--- src/rtl/chrono_pkg.sv ---
package chrono_pkg;
    parameter int CNT_W  = 54;
    parameter int WORD_W = 64;
    parameter int XFER_W = 32;
    parameter int N_CTR  = 2;

    typedef enum logic [1:0] {
        ACC_IDLE      = 2'd0,
        ACC_LOAD_FULL = 2'd1,
        ACC_LOAD_HIGH = 2'd2,
        ACC_REFUSE    = 2'd3
    } acc_t;

    typedef enum logic {
        SEL_TOD = 1'b0,
        SEL_IVT = 1'b1
    } csel_t;
endpackage

--- src/rtl/chrono_access.sv ---
module chrono_access
    import chrono_pkg::*;
(
    input  logic wr_en,
    input  logic wr_kernel,
    input  logic wr_high,
    output acc_t acc
);
    always_comb begin
        acc = ACC_IDLE;
        unique case ({wr_en, wr_kernel, wr_high})
            3'b100, 3'b101: acc = ACC_REFUSE;
            3'b110:         acc = ACC_LOAD_FULL;
            3'b111:         acc = ACC_LOAD_HIGH;
            default:        acc = ACC_IDLE;
        endcase
    end
endmodule

--- src/rtl/tick_counter.sv ---
module tick_counter #(
    parameter int CNT_W      = 54,
    parameter int XFER_W     = 32,
    parameter bit HAS_EXPIRY = 1'b0
) (
    input  logic             clk,
    input  logic             rst_n,
    input  logic             load_full,
    input  logic             load_high,
    input  logic [CNT_W-1:0] load_val,
    output logic [CNT_W-1:0] cnt,
    output logic             expired
);
    logic [CNT_W-1:0] nxt;
    logic             wrap;

    always_comb begin
        if (load_full)
            nxt = load_val;
        else if (load_high)
            nxt = {load_val[CNT_W-1:XFER_W], cnt[XFER_W-1:0]};
        else
            nxt = cnt + 1'b1;
    end

    assign wrap = !load_full && !load_high && (&cnt);

    always_ff @(posedge clk or negedge rst_n) begin
        if (!rst_n) cnt <= '0;
        else        cnt <= nxt;
    end

    generate
        if (HAS_EXPIRY) begin : g_exp
            logic exp_q;
            always_ff @(posedge clk or negedge rst_n) begin
                if (!rst_n) exp_q <= 1'b0;
                else        exp_q <= wrap;
            end
            assign expired = exp_q;

            assert_expiry_zero_R8: assert property (@(posedge clk) disable iff (!rst_n)
                expired |-> (cnt == '0));
            assert_expiry_single_R8: assert property (@(posedge clk) disable iff (!rst_n)
                expired |=> !expired);
        end else begin : g_noexp
            assign expired = 1'b0;
        end
    endgenerate

    assert_step_R2: assert property (@(posedge clk) disable iff (!rst_n)
        (!load_full && !load_high) |=> (cnt == $past(cnt) + 1'b1));
    assert_full_load_R4: assert property (@(posedge clk) disable iff (!rst_n)
        load_full |=> (cnt == $past(load_val)));
    assert_high_keeps_low_R5: assert property (@(posedge clk) disable iff (!rst_n)
        (load_high && !load_full) |=> (cnt[XFER_W-1:0] == $past(cnt[XFER_W-1:0])));
endmodule

--- src/rtl/chrono_regs.sv ---
module chrono_regs
    import chrono_pkg::*;
#(
    parameter int CW = CNT_W,
    parameter int WW = WORD_W,
    parameter int XW = XFER_W
) (
    input  logic          clk,
    input  logic          rst_n,
    input  logic          wr_en,
    input  logic          wr_sel,
    input  logic          wr_high,
    input  logic          wr_kernel,
    input  logic [WW-1:0] wr_data,
    input  logic          rd_sel,
    output logic [WW-1:0] rd_data,
    output logic [XW-1:0] rd_high_word,
    output logic          priv_fault,
    output logic          timer_expired
);
    localparam int PAD_W = WW - CW;

    acc_t             acc;
    logic [CW-1:0]    cnt_arr [N_CTR];
    logic [N_CTR-1:0] exp_arr;
    logic             fault_q;

    chrono_access u_access (
        .wr_en     (wr_en),
        .wr_kernel (wr_kernel),
        .wr_high   (wr_high),
        .acc       (acc)
    );

    generate
        for (genvar i = 0; i < N_CTR; i++) begin : g_ctr
            logic hit;
            assign hit = (wr_sel == i[0]);
            tick_counter #(
                .CNT_W      (CW),
                .XFER_W     (XW),
                .HAS_EXPIRY (i == int'(SEL_IVT))
            ) u_cnt (
                .clk       (clk),
                .rst_n     (rst_n),
                .load_full (hit && (acc == ACC_LOAD_FULL)),
                .load_high (hit && (acc == ACC_LOAD_HIGH)),
                .load_val  (wr_data[CW-1:0]),
                .cnt       (cnt_arr[i]),
                .expired   (exp_arr[i])
            );
        end
    endgenerate

    // fault state register
    always_ff @(posedge clk or negedge rst_n) begin
        if (!rst_n) fault_q <= 1'b0;
        else        fault_q <= (acc == ACC_REFUSE);
    end

    // outputs
    always_comb begin
        rd_data       = {{PAD_W{1'b0}}, cnt_arr[rd_sel]};
        rd_high_word  = rd_data[WW-1:WW-XW];
        priv_fault    = fault_q;
        timer_expired = |exp_arr;
    end

    assert_upper_zero_R3: assert property (@(posedge clk) disable iff (!rst_n)
        rd_data[WW-1:CW] == '0);
    assert_refuse_pulse_R6: assert property (@(posedge clk) disable iff (!rst_n)
        (acc == ACC_REFUSE) |=> priv_fault);
    assert_refuse_no_load_R6: assert property (@(posedge clk) disable iff (!rst_n)
        (acc == ACC_REFUSE && wr_sel == SEL_IVT)
            |=> (cnt_arr[1] == $past(cnt_arr[1]) + 1'b1));
    assert_other_untouched_R7: assert property (@(posedge clk) disable iff (!rst_n)
        (acc != ACC_IDLE && wr_sel == SEL_TOD)
            |=> (cnt_arr[1] == $past(cnt_arr[1]) + 1'b1));
    assert_tod_no_expiry_R10: assert property (@(posedge clk) disable iff (!rst_n)
        (&cnt_arr[0] && !(&cnt_arr[1])) |=> !timer_expired);
endmodule

--- config.mk ---
export PLATFORM = sky130hd
export DESIGN_NAME = chrono_regs
export DESIGN_NICKNAME = d
export VERILOG_FILES = /design/src/rtl/chrono_pkg.sv /design/src/rtl/chrono_access.sv /design/src/rtl/tick_counter.sv /design/src/rtl/chrono_regs.sv
export SDC_FILE = /design/constraint.sdc
export NUM_CORES = 1
export LEC_CHECK = 0
export ABC_CLOCK_PERIOD_IN_PS = 4100
export BUFFER_PORTS_ARGS = -buffer_cell sky130_fd_sc_hd__buf_2
export CELL_PAD_IN_SITES_DETAIL_PLACEMENT = 1
export CELL_PAD_IN_SITES_GLOBAL_PLACEMENT = 2
export CORE_MARGIN = 5
export CORE_UTILIZATION = 35
export DETAILED_ROUTE_END_ITERATION = 8
export HOLD_SLACK_MARGIN = 0.15
export PLACE_DENSITY_LB_ADDON = 0.1
export SYNTH_ARGS = -nofsm -noshare
export SYNTH_HDL_FRONTEND = slang
export SYNTH_SLANG_ARGS = --single-unit
--- constraint.sdc ---
create_clock -name clk -period 4.1 [get_ports clk]
set_input_delay 1.025 -clock clk [delete_from_list [all_inputs] [get_ports clk]]
set_output_delay 1.025 -clock clk [all_outputs]
set_load 0.01 [all_outputs]
==> results.cfg <==
[synth]
syn_area_per_cell_um2 = 8.30
syn_area_um2 = 7740
synth_area_leaders = dfrtp_1 36%, mux2_2 7.1%, nand2_1 4.4%, nor2_1 4.3%, buf_4 4.1%
synth-simple-area-share = 0.294
yosysMostFrequentCell = dfrtp_1
synth_fa_ha_area_frac = 0.00323
yosysTopAreaCell = dfrtp_1
netlist.area_leader.share = 0.356
synth_ff_type = dfrtp_1
synth_edf_count = 0
yosysWarnings = 0
synth_compound_area_frac = 0.174
yosys.area_share.xor_xnor = 0.0181
ys_seq_area_frac = 0.356
synth_mux_area_frac = 0.0816
syn_inst = 932
ys_ff_latch = 110
synth_top_family_by_area = simple AND/OR/NAND/NOR gates
async_flop_share = 1.00
synth_common_cells = 110 x dfrtp_1, 91 x nand2_1, 88 x nor2_1, 56 x nand3_1, 49 x mux2_2
ys_types = 66

[detailed_routing]
drc = 0
wire_per_inst_um = 23.8
vias = 7765
drt_iter0_drc = 435
viasPerCell = 5.91
drt_wl_total_um = 31300
final_antenna_net_count = 0
dr.pass1.iters = 5

[clock_network]
clk_latency_ns = 0.36
cts_buffers = 9
cts_root_buffer = clkbuf_16
cts_buffer_depth = 2
hold_buffers = 0
cts_setup_buffers = 0
cts_sinks = 110
cts_max_level = 3
ctsResizeCount = 0
cts_tree = yes
path_clk_slew_ns = 0.07

[floorplan]
fp.dieArea_um2 = 25200
ioPinCount = 169
rows = 54
core-area_um2 = 21800
die_w_um = 159
die_y_um = 159
initial_core_util = 0.355

[grt]
grt_pass1_vias = 7835
antenna_found_initial = 0
grt_pass1_wl_um = 48400
grt_max_degree = 62
grt_usage = 0.240
grt_overflow = 0

[timing]
tightest_slew_ns = 0.988
slew_violations = 0
hold_violations = 0
setup_violations = 0
clock_skew_ns = 0.0122
fmax_mhz = 326
rsz0062_at_grt = false
period_needed_ns = 3.07
finalCritPeriodShare = 0.749
timing.slew.headroom = 0.341
fin_setup_tns_ns = 0

[power]
vdd_drop_max_v = 0.000178
p_sw_frac = 0.416
power_frac_clock = 0.220
p_int_uw = 2320
pwr-share-seq = 0.433
power_leakage_uw = 0.00347
cellPowerDensity_nw_per_um2 = 452
p_sw_uw = 1650
power.total_uw = 3980
pwr-share-comb = 0.347

[worst_setup_path]
path_cells = buf_2 > buf_12 > mux2_2 > buf_2
critical_path_class = in2out
path_buf_inv = 3
cp_slowest_cell = mux2_2
cpMostUsedCell = buf_2
required_ns = 3.07
critical_path.max_stage_delay_ns = 0.41
cp-start-kind = primary input
cp_top_family = buffers and inverters
end_kind = output pin
worst_ep_arrival_time_ns = 2.05
worstPathMaxFanout = 60
ff2ff_setup_slack_ns = 1.21

[placed_design]
port_buffers = 138
dp.cells = 1296
gp_congestion = 0.859
dp_hpwl_um = 23900

[cells_and_area]
nNetsFinal = 1100
drive_gt1_frac = 0.230
syn2layout_area_growth_pct = 13.7
fin_cells = 1314
fillers = 2675

[worst_hold_path]
hold_class = reg2reg

[outcome]
status = finished clean

[job]
maxCapViolations = 0
[flip-flops by register name, indices dropped and copies added, names as in the netlist]
signal	cells
g_ctr.u_cnt.cnt	108
g_ctr.u_cnt.expired	1
priv_fault	1
[cells in the final DEF (no fill, tap or decap), types with 26 or more instances in the layout]
master	synthesis	final
nand3_1	56	55
o21ai_0	46	46
nor2_1	88	88
nand2_1	91	91
nand4_1	37	37
dfrtp_1	110	110
buf_2	1	137
nor4_1	26	26
nor3_1	32	32
mux2_2	49	49
a21oi_1	42	42
[power groups by stage]
stage          sequential, µW  clock, µW  combinational, µW
2_1_floorplan            1580          0                981
3_3_place_gp             1730          0               1360
3_5_place_dp             1730          0               1380
4_1_cts                  1710        891               1390
5_1_grt                  1770        931               1520
6_report                 1720        875               1380
[logic make-up after synthesis]
| logic type | Yosys count |
|---|---|
| XOR/XNOR | 16 |
| AO/OA/AOI/OAI | 205 |
| flip-flops | 110 |
| AND/OR/NAND/NOR | 435 |
| multiplexers | 57 |
| other | 1 |
| buffers and inverters | 106 |
| adder cells (fa/ha/maj) | 2 |
[through the flow]
stage / util / setup WS [ns] / hold WS [ns] / cell area, µm²
floorplan: - / 0.976 / 0.482 / 7810
global placement: 0.391 / 1.05 / 0.520 / 8530
detailed placement: 0.391 / 1.05 / 0.529 / 8530
CTS: 0.403 / 1.05 / 0.540 / 8790
global route: 0.403 / 0.915 / 0.555 / 8790
finish: 0.403 / 1.03 / 0.538 / 8800
[layer usage]
layer  GRT usage  part of all wire
met1       0.350              0.48
met2       0.368              0.45
met3      0.0513             0.066
met4      0.0434             0.011
met5           0                 0
[worst paths after layout]
check,to,start,depth (start not counted)
max,rd_data[45],rd_sel,4
max in group asynchronous,g_ctr[1].u_cnt.cnt[27],rst_n,2
min reg2reg,g_ctr[1].u_cnt.cnt[0],g_ctr[1].u_cnt.cnt[0],1
min in group asynchronous,g_ctr[0].u_cnt.cnt[52],rst_n,1
min,g_ctr[1].u_cnt.cnt[0],g_ctr[1].u_cnt.cnt[0],1
max reg2reg,g_ctr[1].u_cnt.expired,g_ctr[1].u_cnt.cnt[0],6
[area by class of cell]
| cell class | count | area (µm²) | area share |
|---|---|---|---|
| Multi-Input combinational cell | 735 | 4500 | 0.511 |
| Tap cell | 280 | 350 | 0.0398 |
| Timing Repair Buffer | 160 | 883 | 0.100 |
| Antenna cell | 3 | 7.51 | 0.000853 |
| Clock inverter | 3 | 21.3 | 0.00242 |
| Sequential cell | 110 | 2750 | 0.313 |
| Clock buffer | 12 | 246 | 0.0280 |
| Inverter | 11 | 41.3 | 0.00469 |
(Power assumes the default switching activity.)
